==> config.mk <==
export PLATFORM = sky130hd
export DESIGN_NAME = adc_redundant_corrector
export DESIGN_NICKNAME = d
export VERILOG_FILES = /design/src/rtl/adc_corr_pkg.sv /design/src/rtl/adc_corr_stage_delay.sv /design/src/rtl/adc_corr_valid_delay.sv /design/src/rtl/adc_corr_overlap_sum.sv /design/src/rtl/adc_redundant_corrector.sv
export SDC_FILE = /design/constraint.sdc
export NUM_CORES = 1
export LEC_CHECK = 0
export BUFFER_PORTS_ARGS = -buffer_cell sky130_fd_sc_hd__buf_2
export CORE_MARGIN = 5
export CORE_UTILIZATION = 50
export CTS_CLUSTER_SIZE = 10
export DETAILED_ROUTE_END_ITERATION = 10
export PLACE_DENSITY = 0.69
export SLEW_MARGIN = 20
export SYNTH_ARGS = -nofsm -noshare
export SYNTH_HDL_FRONTEND = slang
export SYNTH_SLANG_ARGS = --single-unit
==> constraint.sdc <==
create_clock -name clk -period 3.1 [get_ports clk]
set_input_delay 0.155 -clock clk [delete_from_list [all_inputs] [get_ports clk]]
set_output_delay 0.155 -clock clk [all_outputs]
set_load 0.01 [all_outputs]
==> src/rtl/adc_corr_pkg.sv <==
`timescale 1ns/100ps
package adc_corr_pkg;

   typedef logic [1:0] stage_code_t;

   // Largest code a redundant stage is allowed to deliver.
   localparam stage_code_t CODE_TOP_LEGAL = 2'd2;

   // Binary weight exponent of stage idx (0-based) among n stages.
   function automatic int unsigned weight_exp(int unsigned idx, int unsigned n);
      return (idx == n - 1) ? 0 : (n - 1 - idx);
   endfunction

   // Half-edge index 0 is a rising edge; odd indices are falling edges.
   function automatic bit on_rising(int unsigned half_idx);
      return (half_idx % 2) == 0;
   endfunction

endpackage

==> src/rtl/adc_corr_stage_delay.sv <==
`timescale 1ns/100ps
module adc_corr_stage_delay
   import adc_corr_pkg::*;
#(
   parameter int unsigned START_HALF = 0,
   parameter int unsigned END_HALF   = 8
) (
   input  logic        clk,
   input  logic        rst_n,
   input  stage_code_t d,
   output stage_code_t q
);

   localparam int unsigned DEPTH = END_HALF - START_HALF + 1;

   if (END_HALF < START_HALF) begin : g_bad_window
      $error("stage delay window ends before it starts");
   end

   // One register per half cycle, edge chosen by the half-edge index.
   for (genvar k = 0; k < DEPTH; k++) begin : hop
      localparam int unsigned HALF_IDX = START_HALF + k;
      stage_code_t src;
      stage_code_t r;

      if (k == 0) begin : g_head
         assign src = d;
      end else begin : g_link
         assign src = hop[k-1].r;
      end

      if (on_rising(HALF_IDX)) begin : g_rise
         always_ff @(posedge clk or negedge rst_n) begin
            if (!rst_n) r <= '0;
            else        r <= src;
         end
      end else begin : g_fall
         always_ff @(negedge clk or negedge rst_n) begin
            if (!rst_n) r <= '0;
            else        r <= src;
         end
      end
   end

   assign q = hop[DEPTH-1].r;

endmodule

==> src/rtl/adc_corr_valid_delay.sv <==
`timescale 1ns/100ps
module adc_corr_valid_delay #(
   parameter int unsigned DEPTH = 5
) (
   input  logic clk,
   input  logic rst_n,
   input  logic d,
   output logic q
);

   if (DEPTH < 1) begin : g_bad_depth
      $error("valid delay needs at least one register");
   end

   logic [DEPTH-1:0] sh;

   if (DEPTH == 1) begin : g_single
      always_ff @(posedge clk or negedge rst_n) begin
         if (!rst_n) sh <= '0;
         else        sh <= d;
      end
   end else begin : g_shift
      always_ff @(posedge clk or negedge rst_n) begin
         if (!rst_n) sh <= '0;
         else        sh <= {sh[DEPTH-2:0], d};
      end
   end

   assign q = sh[DEPTH-1];

endmodule

==> src/rtl/adc_corr_overlap_sum.sv <==
`timescale 1ns/100ps
module adc_corr_overlap_sum
   import adc_corr_pkg::*;
#(
   parameter int unsigned NUM_STAGES = 9,
   parameter int unsigned OUT_BITS   = 10,
   parameter bit          SAT_CODE3  = 1'b1
) (
   input  logic [2*NUM_STAGES-1:0] codes,
   output logic [OUT_BITS-1:0]     code,
   output logic                    clamp_hit
);

   // Worst case 3*2^N - 3 fits in N+2 bits.
   localparam int unsigned SUM_W    = NUM_STAGES + 2;
   localparam int unsigned CODE_MAX = (1 << OUT_BITS) - 1;

   if (OUT_BITS != NUM_STAGES + 1) begin : g_bad_width
      $error("result width must be one more than the stage count");
   end

   logic [NUM_STAGES-1:0][SUM_W-1:0] parts;
   logic [SUM_W-1:0]                 total;

   for (genvar g = 0; g < NUM_STAGES; g++) begin : stg
      localparam int unsigned WEXP = weight_exp(g, NUM_STAGES);
      stage_code_t raw;
      stage_code_t eff;

      assign raw = codes[2*g +: 2];

      if ((g < NUM_STAGES - 1) && SAT_CODE3) begin : g_fold
         assign eff = (raw == 2'd3) ? CODE_TOP_LEGAL : raw;
      end else begin : g_pass
         assign eff = raw;
      end

      assign parts[g] = SUM_W'(eff) << WEXP;
   end

   always_comb begin
      total = '0;
      for (int k = 0; k < NUM_STAGES; k++) begin
         total = total + parts[k];
      end
   end

   assign clamp_hit = (total > SUM_W'(CODE_MAX));
   assign code      = clamp_hit ? OUT_BITS'(CODE_MAX) : total[OUT_BITS-1:0];

endmodule

==> src/rtl/adc_redundant_corrector.sv <==
`timescale 1ns/100ps
module adc_redundant_corrector
   import adc_corr_pkg::*;
#(
   parameter int unsigned NUM_STAGES = 9,
   parameter int unsigned OUT_BITS   = 10,
   parameter bit          SAT_CODE3  = 1'b1
) (
   input  logic                    clk,
   input  logic                    rst_n,
   input  logic                    in_valid,
   input  logic [2*NUM_STAGES-1:0] stage_codes,
   output logic [OUT_BITS-1:0]     out_code,
   output logic                    out_valid
);

   localparam int unsigned LAST_HALF = NUM_STAGES - 1;
   localparam int unsigned ALIGN_CYC = LAST_HALF / 2;
   localparam int unsigned LATENCY   = ALIGN_CYC + 1;
   localparam int unsigned CODE_MAX  = (1 << OUT_BITS) - 1;
   localparam int unsigned WARM_W    = $clog2(LATENCY + 2) + 1;

   if (NUM_STAGES < 3) begin : g_bad_count
      $error("at least three stages are needed");
   end
   if (NUM_STAGES % 2 == 0) begin : g_bad_parity
      $error("stage count must be odd so the last stage lands on a rising edge");
   end
   if (OUT_BITS != NUM_STAGES + 1) begin : g_bad_out
      $error("result width must be one more than the stage count");
   end

   logic [2*NUM_STAGES-1:0] aligned;
   logic                    valid_aligned;
   logic [OUT_BITS-1:0]     sum_code;
   logic                    clamp_hit;
   logic [OUT_BITS-1:0]     out_code_q;
   logic                    out_valid_q;

   // Stage g+1 is caught at half-edge g and walked forward to LAST_HALF.
   for (genvar g = 0; g < NUM_STAGES; g++) begin : lane
      adc_corr_stage_delay #(
         .START_HALF (g),
         .END_HALF   (LAST_HALF)
      ) u_delay (
         .clk   (clk),
         .rst_n (rst_n),
         .d     (stage_codes[2*g +: 2]),
         .q     (aligned[2*g +: 2])
      );
   end

   adc_corr_valid_delay #(
      .DEPTH (ALIGN_CYC + 1)
   ) u_vdelay (
      .clk   (clk),
      .rst_n (rst_n),
      .d     (in_valid),
      .q     (valid_aligned)
   );

   adc_corr_overlap_sum #(
      .NUM_STAGES (NUM_STAGES),
      .OUT_BITS   (OUT_BITS),
      .SAT_CODE3  (SAT_CODE3)
   ) u_sum (
      .codes     (aligned),
      .code      (sum_code),
      .clamp_hit (clamp_hit)
   );

   always_ff @(posedge clk or negedge rst_n) begin
      if (!rst_n) begin
         out_code_q  <= '0;
         out_valid_q <= 1'b0;
      end else begin
         out_code_q  <= sum_code;
         out_valid_q <= valid_aligned;
      end
   end

   assign out_code  = out_code_q;
   assign out_valid = out_valid_q;

   // Rising edges seen since reset, saturating; feeds the warm-up check.
   logic [WARM_W-1:0] warm_cnt;
   always_ff @(posedge clk or negedge rst_n) begin
      if (!rst_n)                                warm_cnt <= '0;
      else if (warm_cnt < WARM_W'(LATENCY + 1))  warm_cnt <= warm_cnt + 1'b1;
   end


   valid_after_warm_chk: assert property (@(posedge clk) disable iff (!rst_n)
      out_valid_q |-> (warm_cnt >= WARM_W'(LATENCY + 1)));


   clamp_to_max_chk: assert property (@(posedge clk) disable iff (!rst_n)
      $past(clamp_hit) |-> (out_code_q == OUT_BITS'(CODE_MAX)));


   final_lsb_chk: assert property (@(posedge clk) disable iff (!rst_n)
      (out_valid_q && !$past(clamp_hit)) |->
         (out_code_q[0] == $past(aligned[2*(NUM_STAGES-1)])));

   if (SAT_CODE3) begin : g_sat_chk

      sat_no_clamp_chk: assert property (@(posedge clk) disable iff (!rst_n)
         !clamp_hit);
   end

endmodule

==> summary.log, run 1 <==
INFO  yosys          synth.top_cells.by_area=sky130_fd_sc_hd__dfrtp_1, sky130_fd_sc_hd__dfrtn_1, sky130_fd_sc_hd__ha_1
INFO  die            pin_count=32
INFO  placed_design  dp.cells=277
INFO  cells_and_area finish.cell_count_without_fillers=305
INFO  yosys          ys_types=29
INFO  yosys          synth-seq-area-share=84.4%
INFO  critical_path  timing.rr.end=lane[2].u_delay.hop[5].r[0]
INFO  pwr            total_leakage_power=1.77nW
INFO  die            floorplan.die_area=0.00797sqmm
INFO  clocking       cts_num_sinks=106
INFO  global_routing vias_in_the_first_global_route=1518
INFO  run_status     status=finished, final reports clean
INFO  yosys          synthCells=176
INFO  critical_path  crit_path_max_fanout=43
INFO  detailed_routing drt-total-wl=3640um
INFO  die            die_h=89.3um
INFO  cells_and_area num_antenna_cells=0
INFO  global_routing grt_max_degree=44
INFO  detailed_routing post-route-drc-count=0
INFO  placed_design  place_congestion=0.698
INFO  yosys          synth_area_leader_cell=sky130_fd_sc_hd__dfrtp_1
INFO  critical_path  launch_instance_of_the_worst_register_to_register_path=lane[2].u_delay.hop[4].r[0]
INFO  cells_and_area area.growth.synth_to_final=20.1%
INFO  detailed_routing viasPerCell=4.64
INFO  yosys          synthDominantCellAreaShare=52.5%
INFO  sta            timing.setup.tns=0ns
INFO  critical_path  endpoint_kind=asynchronous set/reset pin
INFO  yosys          post_synthesis_instance_area=0.00314sqmm
INFO  sta            unrepaired_setup_endpoints_after_global_routing=false
INFO  detailed_routing routedWlPerCell=11.9um
INFO  cells_and_area finalCoreUtilization=62.7%
INFO  critical_path  crit_type=primary input to asynchronous set/reset pin
INFO  cells_and_area share_of_post_route_cells_with_drive_strength_above_1=24.3%
INFO  run            maxCapViolations=0
INFO  global_routing grt.total_usage=11.4%
INFO  yosys          synth.net_count=206
INFO  clocking       post_cts_buffers=0
INFO  sta            hold_violations=0
INFO  detailed_routing drt_pass1_iterations=4
INFO  critical_path  rrSetupSlack=1.00ns
INFO  cells_and_area layout.nets=255
INFO  yosys          synthesis.area_per_instance=17.9squm
INFO  sta            slew_headroom=74.2%
INFO  critical_path  setup.worst_path.start=rst_n
INFO  detailed_routing detailed_route_via_count=1414
INFO  critical_path  worst_ep_required_time=2.16ns
INFO  clocking       cts.repair.resized=0
INFO  clocking       htree_num_levels=3
INFO  yosys          ys_seq_elements=106
INFO  pwr            p_per_area=691mW/mm^2
INFO  clocking       cts.hold.buffers_added=12
INFO  critical_path  worstPathArrival=1.34ns
INFO  critical_path  worst_setup_start_kind=primary input
INFO  detailed_routing ant_nets=0
INFO  pwr            max-vdd-ir-drop=0.456mV
INFO  sta            clock_skew_after_layout=0.0186ns
INFO  die            num_rows=28
INFO  clocking       cts-buffers-inserted=9
INFO  sta            setup_violations=0
INFO  global_routing grt_overflow=0
INFO  die            start_util=52.2%
INFO  min_path       min_path_type=primary input to asynchronous set/reset pin
INFO  global_routing grt_antenna_before_repair=0
INFO  clocking       cts_tree=built
INFO  critical_path  critical_path.endpoint=lane[3].u_delay.hop[2].r[0]
INFO  cells_and_area final.fill_count=449
INFO  sta            worst_slew_pin_slew=0.388ns
INFO  sta            drv_slew=0
INFO  detailed_routing detail_route.iter0.violations=50
INFO  yosys          yosys_warnings=0
INFO  clocking       clk_latency=0.35ns
INFO  global_routing global_route_wire_length_before_repair=6650um
INFO  critical_path  r2r.worst_path.cells=0
INFO  clocking       clk_pin_slew=0.09ns
INFO  clocking       cts-root-buf=sky130_fd_sc_hd__clkbuf_8
INFO  die            die_width=89.3um
INFO  placed_design  detail_placement_hpwl=2350um
INFO  clocking       clock_tree.buffer_depth=2
INFO  placed_design  placement.io_buffers=31
INFO  die            core_area=0.00603sqmm
cell usage in the layout (no fill, tap or decap), drive strengths merged:
| cell | Yosys | layout |
|---|---|---|
| inv | 5 | 5 |
| o22a | 1 | 1 |
| a21oi | 4 | 4 |
| nand2b | 4 | 4 |
| o21bai | 1 | 1 |
| nor3 | 1 | 1 |
| nand3 | 1 | 1 |
| clkbuf | 7 | 10 |
| and2b | 1 | 1 |
| o311ai | 1 | 1 |
| fa | 1 | 1 |
| ha | 8 | 8 |
| o21ai | 6 | 6 |
| buf | 0 | 33 |
| nor2 | 2 | 2 |
| a21boi | 1 | 1 |
| o41a | 1 | 1 |
| o21a | 1 | 1 |
| nand2 | 9 | 9 |
| dlygate4sd3 | 0 | 12 |
| a2bb2oi | 1 | 1 |
| nor2b | 8 | 8 |
| clkinv | 0 | 4 |
| bufinv | 0 | 2 |
| a31oi | 1 | 1 |
| xnor2 | 3 | 3 |
| xor2 | 1 | 1 |
| dfrtp | 66 | 66 |
| a21o | 1 | 1 |
| dfrtn | 40 | 40 |
sequential cells by signal (all words and copies together) (netlist names):
register and flops:
out_valid 1, out_code 10, lane.u_delay.hop.r 72, u_vdelay.sh 5, lane.u_delay.q 18
cells in the mapped netlist:
cell,count
sky130_fd_sc_hd__a21oi_1,2
sky130_fd_sc_hd__and2b_2,1
sky130_fd_sc_hd__fa_1,1
sky130_fd_sc_hd__nor2b_1,7
sky130_fd_sc_hd__nand2b_1,4
sky130_fd_sc_hd__nor2b_4,1
sky130_fd_sc_hd__nand2_1,9
sky130_fd_sc_hd__a21o_2,1
sky130_fd_sc_hd__dfrtp_1,66
sky130_fd_sc_hd__xor2_1,1
sky130_fd_sc_hd__o311ai_1,1
sky130_fd_sc_hd__nor2_1,2
sky130_fd_sc_hd__o21a_1,1
sky130_fd_sc_hd__ha_1,8
sky130_fd_sc_hd__dfrtn_1,40
sky130_fd_sc_hd__o21bai_4,1
sky130_fd_sc_hd__clkbuf_1,7
sky130_fd_sc_hd__o21ai_0,5
sky130_fd_sc_hd__a31oi_1,1
sky130_fd_sc_hd__a21boi_2,1
sky130_fd_sc_hd__o21ai_1,1
sky130_fd_sc_hd__o22a_1,1
sky130_fd_sc_hd__o41a_1,1
sky130_fd_sc_hd__nor3_1,1
sky130_fd_sc_hd__nand3_1,1
sky130_fd_sc_hd__xnor2_1,3
sky130_fd_sc_hd__inv_1,5
sky130_fd_sc_hd__a21oi_2,2
sky130_fd_sc_hd__a2bb2oi_1,1
through the flow:
step	instance area [sq um]	hold WS (ns)	worst slack (ns)	power, W
after floorplan	3140	-0.141	1.06	0.00159
after global placement	3410	0.104	0.978	0.00167
after detailed placement	3410	0.110	0.954	0.00168
after CTS	3780	0.270	0.777	0.00264
after global routing	3780	0.282	0.693	0.00274
final	3780	0.266	0.813	0.00261
kinds of logic (layout without fill, tap and decap cells):
family	Yosys count	count (layout)	synth area share, %
AOI/OAI and AO/OA	19	19	4.70
xor gates and xnor gates	4	4	1.11
DFF	106	106	84.4
buffers and inverters	12	66	1.43
and+or+nand+nor	26	26	4.54
adders and majority gates	9	9	3.82
how the worst min path moves through the flow:
stage | startpoint | endpoint | slack (ns) | cells past startpoint
floorplan | rst_n | lane[0].u_delay.hop[0].r[0] | -0.14 | 0
global placement | rst_n | out_code[0] | 0.10 | 1
detailed placement | rst_n | out_code[1] | 0.11 | 1
CTS | rst_n | out_code[7] | 0.27 | 2
global route | rst_n | out_code[1] | 0.28 | 2
finish | rst_n | out_code[1] | 0.27 | 2
final cells by class:
class | count | area (sq um) | area share, %
clock buffer | 10 | 149 | 3.94
clock inverter | 6 | 98.8 | 2.62
inverter | 5 | 18.8 | 0.497
multi-input combinational | 58 | 445 | 11.8
sequential | 106 | 2650 | 70.2
tap | 75 | 93.8 | 2.49
timing repair buffer | 45 | 318 | 8.42
layer usage:
| metal | track usage, % | share of wire (%) | vias to the layer above |
|---|---|---|---|
| met5 | 0 | 0 | - |
| met4 | 5.14 | 1.9 | 0 |
| met3 | 4.98 | 6.9 | 6 |
| met2 | 18.1 | 50 | 32 |
| met1 | 13.6 | 42 | 716 |
| li1 | - | - | 660 |
power breakdown:
part           total [W]  internal, W  switching [W]
combinational   0.000164    0.0000761      0.0000879
sequential       0.00149      0.00147      0.0000217
clock           0.000955     0.000512       0.000443
total            0.00261      0.00206       0.000553
critical path, stage by stage:
cell and delay (ns):
sky130_fd_sc_hd__dlygate4sd3_1 0.52, sky130_fd_sc_hd__buf_4 0.36, sky130_fd_sc_hd__buf_12 0.28
Power figures use the tool's default switching activity.
==> run 2: changes to the inputs <==
--- a/config.mk
+++ b/config.mk
@@ -5,12 +5,13 @@
 export SDC_FILE = /design/constraint.sdc
 export NUM_CORES = 1
 export LEC_CHECK = 0
+export ABC_AREA = 1
 export BUFFER_PORTS_ARGS = -buffer_cell sky130_fd_sc_hd__buf_2
 export CORE_MARGIN = 5
 export CORE_UTILIZATION = 50
 export CTS_CLUSTER_SIZE = 10
 export DETAILED_ROUTE_END_ITERATION = 10
-export PLACE_DENSITY = 0.69
+export PLACE_DENSITY = 0.72
 export SLEW_MARGIN = 20
 export SYNTH_ARGS = -nofsm -noshare
 export SYNTH_HDL_FRONTEND = slang
==> constraint.sdc (replaced) <==
create_clock -name clk -period 2.1 [get_ports clk]
set_input_delay 0.105 -clock clk [delete_from_list [all_inputs] [get_ports clk]]
set_output_delay 0.105 -clock clk [all_outputs]
set_load 0.01 [all_outputs]
==> run 2 against run 1 <==
Synthesized cell count rose by 31%. Sequential share of layout area decreased by 2.0 points. Die area up 3.9%. Final cell count grew 20%. Critical path type is now flip-flop to flip-flop. Total power increased by 39%. Non-clock buffer count is 3 higher. Sequential cell count is the same. Critical endpoint is now out_code[9]. Hold slack got worse by 0.071 ns. Clock power grew 21%. Wire length is 7.0% higher. Register-to-register slack worse by 0.75 ns. Critical path depth up 9. Highest routed layer unchanged.
==> summary.log, run 2 <==
INFO  run_status     status=finished, final reports clean
INFO  clocking       htree_num_levels=3 [unchanged]
INFO  detailed_routing ant_nets=0 [unchanged]
INFO  cells_and_area num_antenna_cells=0 [unchanged]
INFO  die            floorplan.die_area=0.00828sqmm [+3.9%]
INFO  clocking       cts.repair.resized=0 [unchanged]
INFO  die            pin_count=32 [unchanged]
INFO  cells_and_area final_common_cell=sky130_fd_sc_hd__dfrtp_1
INFO  critical_path  worst_ep_required_time=2.34ns [+0.18 ns]
INFO  yosys          synth-seq-area-share=80.8% [-3.6 points]
INFO  detailed_routing detail_route.iter0.violations=61 [+22%]
INFO  yosys          synthesis.area_per_instance=14.2squm [-20%]
INFO  sta            holdWs=0.195ns [-0.0712 ns]
INFO  critical_path  rrSetupSlack=0.25ns [-0.75 ns]
INFO  pwr            max-vdd-ir-drop=0.577mV [+27%]
INFO  sta            unrepaired_setup_endpoints_after_global_routing=false
INFO  sta            slew_headroom=80.1% [+6.0 points]
INFO  die            start_util=51.7% [-0.47 points]
INFO  yosys          synth.net_count=261 [+27%]
INFO  detailed_routing drt_pass1_iterations=4 [unchanged]
INFO  cells_and_area layout.nets=313 [+23%]
INFO  placed_design  detail_placement_hpwl=2680um [+14%]
INFO  die            die_width=91.0um [+1.9%]
INFO  global_routing vias_in_the_first_global_route=1720 [+13%]
INFO  clocking       clk_pin_slew=0.10ns [about the same]
INFO  detailed_routing viasPerCell=4.47 [-3.7%]
INFO  cells_and_area max_reg_flops=72 [unchanged]
INFO  critical_path  path_cells=nor2_1, ha_1, inv_1, fa_1, inv_1, nand3_1, nand2_1, nand2_1, nand2_1, nand2_1, nand2_1, nand2_1
INFO  yosys          synth_area_leader_cell=sky130_fd_sc_hd__dfrtp_1
INFO  critical_path  worstSetupPathDepth=12 [+9]
INFO  yosys          ys_types=19 [-34%]
INFO  clocking       cts-root-buf=sky130_fd_sc_hd__clkbuf_8
INFO  global_routing grt_overflow=0 [unchanged]
INFO  critical_path  launch_instance_of_the_worst_register_to_register_path=lane[7].u_delay.q[1]
INFO  sta            clock_skew_after_layout=0.0234ns [+0.00474 ns]
INFO  pwr            p_per_area=932mW/mm^2 [+35%]
INFO  yosys          ys_seq_elements=106 [unchanged]
INFO  detailed_routing post-route-drc-count=0 [unchanged]
INFO  run            maxCapViolations=0 [unchanged]
INFO  global_routing grt.total_usage=11.3% [-0.071 points]
INFO  critical_path  worstPathArrival=2.09ns [+0.75 ns]
INFO  sta            timing.setup.tns=0ns [unchanged]
INFO  critical_path  worst_path_most_repeated_cell=sky130_fd_sc_hd__nand2_1
INFO  detailed_routing detailed_route_via_count=1630 [+15%]
INFO  sta            setup_violations=0 [unchanged]
INFO  die            core_area=0.00635sqmm [+5.4%]
INFO  sta            drv_slew=0 [unchanged]
INFO  yosys          asyncSetResetFlopFracSynth=100% [unchanged]
INFO  sta            post-route-period-util=88.0%
INFO  critical_path  r2r.worst_path.cells=12 [+12]
INFO  detailed_routing drt-total-wl=3890um [+7.0%]
INFO  cells_and_area share_of_post_route_cells_with_drive_strength_above_1=20.1% [-4.2 points]
INFO  global_routing grt_max_degree=31 [-30%]
INFO  critical_path  critical_path.max_stage_delay=0.42ns [-0.10 ns]
INFO  clocking       post_cts_buffers=0 [unchanged]
INFO  critical_path  crit_type=flip-flop to flip-flop
INFO  yosys          ys_dominant_reg_cell=sky130_fd_sc_hd__dfrtp_1
INFO  sta            layout_min_cycle_time=1.85ns
INFO  cells_and_area area.growth.synth_to_final=18.5%
INFO  sta            fmaxAchievable=541MHz
INFO  min_path       min_path_type=primary input to asynchronous set/reset pin
INFO  critical_path  endpoint_kind=flip-flop
INFO  sta            worst_slew_pin_slew=0.298ns [-0.0896 ns]
INFO  sta            hold_violations=0 [unchanged]
INFO  clocking       clk_latency=0.35ns [about the same]
INFO  critical_path  timing.rr.end=out_code[9]
INFO  global_routing grt_antenna_before_repair=0 [unchanged]
INFO  pwr            total_power_of_the_final_layout=0.00362W [+39%]
INFO  yosys          yosys_warnings=0 [unchanged]
INFO  yosys          post_synthesis_instance_area=0.00328sqmm [+4.4%]
INFO  yosys          post-synth-top-count-cell=sky130_fd_sc_hd__dfrtp_1
INFO  yosys          synth.top_cells.by_area=sky130_fd_sc_hd__dfrtp_1, sky130_fd_sc_hd__dfrtn_1, sky130_fd_sc_hd__nand2_1
INFO  yosys          synth_top_cells_by_count=sky130_fd_sc_hd__dfrtp_1, sky130_fd_sc_hd__nand2_1, sky130_fd_sc_hd__dfrtn_1
INFO  clocking       cts_num_sinks=106 [unchanged]
INFO  yosys          synth_edf_count=0 [unchanged]
INFO  placed_design  placement.io_buffers=31 [unchanged]
INFO  global_routing global_route_wire_length_before_repair=7510um [+13%]
INFO  placed_design  place_congestion=0.791 [+13%]
INFO  clocking       cts-buffers-inserted=9 [unchanged]
INFO  critical_path  setup.worst_path.start=lane[7].u_delay.q[1]
INFO  detailed_routing routedWlPerCell=10.7um [-11%]
INFO  pwr            total_leakage_power=1.97nW [+11%]
INFO  critical_path  critical_path.endpoint=out_code[9]
INFO  cells_and_area registers.top_by_ff_count=lane.u_delay.hop.r
INFO  critical_path  worst_setup_start_kind=flip-flop
INFO  die            num_rows=29 [+3.6%]
INFO  yosys          synthCells=231 [+31%]
INFO  yosys          synthDominantCellAreaShare=50.3% [-2.2 points]
INFO  die            die_h=91.0um [+1.9%]
INFO  critical_path  path_delay_family=adder cells
INFO  critical_path  number_of_buffers_and_inverters_on_the_critical_path=2 [-1]
INFO  clocking       clock_tree.buffer_depth=2 [unchanged]
INFO  cells_and_area layout.cells.most_common_list=sky130_fd_sc_hd__dfrtp_1, sky130_fd_sc_hd__nand2_1, sky130_fd_sc_hd__dfrtn_1, sky130_fd_sc_hd__inv_1, sky130_fd_sc_hd__buf_2
INFO  critical_path  slowest_stage=sky130_fd_sc_hd__fa_1
INFO  critical_path  crit_path_max_fanout=3 [-93%]
INFO  clocking       cts_tree=built
==> run 2: cell type report <==
type                            count  area [sq um]
Timing Repair Buffer               48           340
Inverter                           31           116
Sequential cell                   106          2650
Fill cell                         482          2460
Multi-Input combinational cell     87           487
Tap cell                           77          96.3
Clock buffer                        9           124
Clock inverter                      7          71.3
==> run 2: metrics by stage <==
stage / area (sq um) / util [%] / worst slack (ns) / std cells
floorplan: 3280 / - / 0.425 / 231
global placement: 3570 / 56.3 / 0.348 / 337
detailed placement: 3570 / 56.3 / 0.263 / 337
CTS: 3890 / 61.2 / 0.243 / 365
global route: 3890 / 61.2 / 0.0925 / 365
finish: 3890 / 61.2 / 0.252 / 365
==> run 2: worst register-to-register path, delay by kind of cell, from the launching register on <==
kind	cells	cell delay (ns)
simple gates	8	0.55
buf+inv	2	0.18
flops	1	0.41
fa+ha+maj	2	0.59
==> run 2: worst min-delay path by stage <==
stage / from / endpoint / depth (start not counted)
global placement: rst_n / lane[4].u_delay.q[1] / 1
detailed placement: rst_n / lane[4].u_delay.q[0] / 1
floorplan: rst_n / lane[0].u_delay.hop[0].r[0] / 0
CTS: rst_n / lane[4].u_delay.q[0] / 2
finish: rst_n / lane[4].u_delay.q[0] / 2
global route: rst_n / lane[2].u_delay.hop[4].r[1] / 2
==> run 2: repair_timing <==
action                                 in CTS  in global routing
endpoints found under the hold margin      77                  0
hold buffers                               12                  0
setup endpoints to repair                   0                  0
==> run 2: cells by family after synthesis <==
kind of cell,synth area share (%)
AND/OR/NAND/NOR,9.84
AO/OA/AOI/OAI,0.534
adder cells (fa/ha/maj),3.66
buffers and inverters,4.35
XOR/XNOR,0.801
flip-flops,80.8
==> run 2: routing by layer <==
layer  track usage (%)  vias to the layer above  share of wire, %  wire, um
met5                 0                        -                 0         0
met4              5.50                        0               2.4        93
met3              3.47                       10               5.3       206
met2              18.4                       41                50      1960
met1              13.8                      784                42      1640
li1                  -                      795                 -         -
==> run 2: report_power, final <==
part / switching [W] / internal, W
clock network: 0.000694 / 0.000464
logic: 0.000155 / 0.000112
registers: 0.0000316 / 0.00217
==> run 3: changes to the inputs <==
--- a/config.mk
+++ b/config.mk
@@ -8,11 +8,10 @@
 export ABC_AREA = 1
 export BUFFER_PORTS_ARGS = -buffer_cell sky130_fd_sc_hd__buf_2
 export CORE_MARGIN = 5
-export CORE_UTILIZATION = 50
+export CORE_UTILIZATION = 51
 export CTS_CLUSTER_SIZE = 10
 export DETAILED_ROUTE_END_ITERATION = 10
-export PLACE_DENSITY = 0.72
-export SLEW_MARGIN = 20
+export PLACE_DENSITY = 0.73
 export SYNTH_ARGS = -nofsm -noshare
 export SYNTH_HDL_FRONTEND = slang
 export SYNTH_SLANG_ARGS = --single-unit
==> constraint.sdc (replaced) <==
create_clock -name clk -period 2.1 [get_ports clk]
set_input_delay 0.105 -clock clk [delete_from_list [all_inputs] [get_ports clk]]
set_output_delay 0.105 -clock clk [all_outputs]
set_load 0.005 [all_outputs]
==> run 3 against run 2 <==
Fmax shrank 0.12%. Clock power grew 7%. Sequential share of layout area shrank 0.20 points. Final cell count is the same. Count of clock-buffer cells in the layout is the same. Critical endpoint unchanged.
==> summary.log, run 3 (synthesis gave the netlist of run 2 again) <==
INFO  critical_path  crit_path_max_fanout=3 [unchanged]
INFO  critical_path  timing.rr.end=out_code[9]
INFO  critical_path  rrSetupSlack=0.25ns [about the same]
INFO  detailed_routing drt_pass1_iterations=4 [unchanged]
INFO  cells_and_area registers.top_by_ff_count=lane.u_delay.hop.r
INFO  critical_path  worstPathArrival=2.09ns [about the same]
INFO  cells_and_area finish.cell_count_without_fillers=365 [unchanged]
INFO  sta            holdWs=0.198ns [+0.00248 ns]
INFO  sta            unrepaired_setup_endpoints_after_global_routing=false
INFO  min_path       min_path_type=primary input to asynchronous set/reset pin
INFO  detailed_routing viasPerCell=4.54 [+1.6%]
INFO  die            start_util=52.0% [+0.30 points]
INFO  die            core_area=0.00631sqmm [-0.57%]
INFO  placed_design  detail_placement_hpwl=2760um [+3.1%]
INFO  critical_path  worst_ep_required_time=2.34ns [about the same]
INFO  clocking       cts-buffers-inserted=9 [unchanged]
INFO  critical_path  crit_type=flip-flop to flip-flop
INFO  clocking       cts-root-buf=sky130_fd_sc_hd__clkbuf_8
INFO  cells_and_area finalCoreUtilization=61.8% [+0.53 points]
INFO  global_routing globalRouteMet3Util=3.92% [+0.45 points]
INFO  clocking       clk_latency=0.35ns [about the same]
INFO  clocking       post_cts_buffers=0 [unchanged]
INFO  critical_path  setup.worst_path.start=lane[7].u_delay.q[1]
INFO  global_routing global_route_wire_length_before_repair=7310um [-2.7%]
INFO  sta            worst_slew_pin_slew=0.341ns [+0.0429 ns]
INFO  pwr            p_per_area=947mW/mm^2 [+1.6%]
INFO  critical_path  critical_path.endpoint=out_code[9]
INFO  pwr            total_leakage_power=1.97nW [about the same]
INFO  global_routing grt-busiest-layer=met2
INFO  sta            clock_skew_after_layout=0.0220ns [-0.00142 ns]
INFO  detailed_routing detail_route.iter0.violations=28 [-54%]
INFO  sta            layout_min_cycle_time=1.85ns [+0.00228 ns]
INFO  cells_and_area final_common_cell=sky130_fd_sc_hd__dfrtp_1
INFO  die            floorplan.die_area=0.00814sqmm [-1.7%]
INFO  global_routing grt_antenna_before_repair=0 [unchanged]
INFO  detailed_routing routedWlPerCell=10.8um [+1.4%]
INFO  run_status     status=finished, final reports clean
INFO  critical_path  worst_setup_start_kind=flip-flop
INFO  detailed_routing ant_nets=0 [unchanged]
INFO  cells_and_area final.fill_count=485 [+0.62%]
INFO  cells_and_area area.growth.synth_to_final=18.8%
INFO  global_routing vias_in_the_first_global_route=1740 [+1.2%]
INFO  placed_design  placement.io_buffers=31 [unchanged]
INFO  pwr            max-vdd-ir-drop=0.598mV [+3.6%]
INFO  die            pin_count=32 [unchanged]
INFO  die            die_width=90.2um [-0.87%]
INFO  global_routing grt.total_usage=11.1% [-0.21 points]
INFO  global_routing grt_overflow=0 [unchanged]
INFO  sta            hold_violations=0 [unchanged]
INFO  cells_and_area share_of_post_route_cells_with_drive_strength_above_1=20.1% [unchanged]
INFO  global_routing gr-usage-met1=12.8% [-1.1 points]
INFO  clocking       htree_num_levels=3 [unchanged]
INFO  cells_and_area layout.nets=313 [unchanged]
INFO  placed_design  dp.cells=337 [unchanged]
INFO  global_routing grt_max_degree=30 [-3.2%]
INFO  cells_and_area max_reg_flops=72 [unchanged]
INFO  global_routing use_met2=18.8% [+0.33 points]
INFO  sta            drv_slew=0 [unchanged]
INFO  sta            timing.setup.tns=0ns [unchanged]
INFO  die            die_h=90.2um [-0.87%]
INFO  sta            setup_violations=0 [unchanged]
INFO  pwr            total_power_of_the_final_layout=0.00369W [+1.9%]
INFO  clocking       clk_pin_slew=0.10ns [about the same]
INFO  critical_path  r2r.worst_path.cells=12 [unchanged]
INFO  clocking       cts_num_sinks=106 [unchanged]
INFO  clocking       cts_tree=built
INFO  critical_path  launch_instance_of_the_worst_register_to_register_path=lane[7].u_delay.q[1]
INFO  detailed_routing detailed_route_via_count=1656 [+1.6%]
INFO  sta            fmaxAchievable=540MHz [-0.12%]
INFO  sta            post-route-period-util=88.1% [+0.11 points]
INFO  cells_and_area num_antenna_cells=0 [unchanged]
INFO  run            maxCapViolations=0 [unchanged]
INFO  detailed_routing post-route-drc-count=0 [unchanged]
INFO  die            num_rows=29 [unchanged]
INFO  sta            slew_headroom=77.3% [-2.9 points]
INFO  cells_and_area layout.cells.most_common_list=sky130_fd_sc_hd__dfrtp_1, sky130_fd_sc_hd__nand2_1, sky130_fd_sc_hd__dfrtn_1, sky130_fd_sc_hd__inv_1, sky130_fd_sc_hd__buf_2
INFO  critical_path  endpoint_kind=flip-flop
INFO  placed_design  place_congestion=0.769 [-2.7%]
INFO  clocking       clock_tree.buffer_depth=2 [unchanged]
INFO  detailed_routing drt-total-wl=3950um [+1.4%]
## run 3: cell count changes in the layout (fill, tap and decap cells not counted), sizes merged
cell      before  now
clkinvlp       0    2
bufinv         0    1
clkinv         4    1
## run 3: worst min-delay path by stage
| stage | start | to | cells after the start |
|---|---|---|---|
| 2_1_floorplan | rst_n | lane[0].u_delay.hop[0].r[0] | 0 |
| 3_3_place_gp | rst_n | lane[5].u_delay.q[0] | 1 |
| 3_5_place_dp | rst_n | lane[5].u_delay.q[0] | 1 |
| 4_1_cts | rst_n | lane[5].u_delay.q[0] | 2 |
| 5_1_grt | rst_n | lane[2].u_delay.hop[0].r[0] | 2 |
| 6_report | rst_n | lane[5].u_delay.q[0] | 2 |
## run 3: power breakdown
part,total (W),switching (W),internal (W)
combinational,0.000255,0.000143,0.000111
sequential,0.00220,0.0000322,0.00217
clock,0.00124,0.000668,0.000570
## run 3: metal layers
layer,up-vias,part of all wire [%]
met5,-,0
li1,790,-
met1,818,40
met2,42,53
met4,0,1.1
met3,6,5.9
## run 3: repair_timing
item / CTS / global route
hold endpoints to repair: 68 / 0
gates resized for setup: 0 / 0
hold buffers: 12 / 0
## run 3: stage by stage
step	area (sq um)	worst slack (ns)
final	3900	0.249
after global routing	3900	0.0608
after CTS	3900	0.234
after detailed placement	3570	0.262
after global placement	3570	0.349
after floorplan	3280	0.425
## run 3: worst max-delay path: stages, from the launching register on
cell and delay, ns:
sky130_fd_sc_hd__dfrtp_1 0.41, sky130_fd_sc_hd__nor2_1 0.12, sky130_fd_sc_hd__ha_1 0.17, sky130_fd_sc_hd__inv_1 0.09, sky130_fd_sc_hd__fa_1 0.41, sky130_fd_sc_hd__inv_1 0.09, sky130_fd_sc_hd__nand3_1 0.07, sky130_fd_sc_hd__nand2_1 0.11
sky130_fd_sc_hd__nand2_1 0.07, sky130_fd_sc_hd__nand2_1 0.06, sky130_fd_sc_hd__nand2_1 0.05, sky130_fd_sc_hd__nand2_1 0.06, sky130_fd_sc_hd__nand2_1 0.04
## run 3: final cells by class
type | instances | area (sq um) | area share [%]
clock buffers | 9 | 124 | 3.18
clock inverters | 7 | 82.6 | 2.12
flip-flops and latches | 106 | 2650 | 68.0
inverters | 31 | 116 | 2.98
multi-input cells | 87 | 487 | 12.5
repair buffers | 48 | 340 | 8.73
well taps | 77 | 96.3 | 2.47
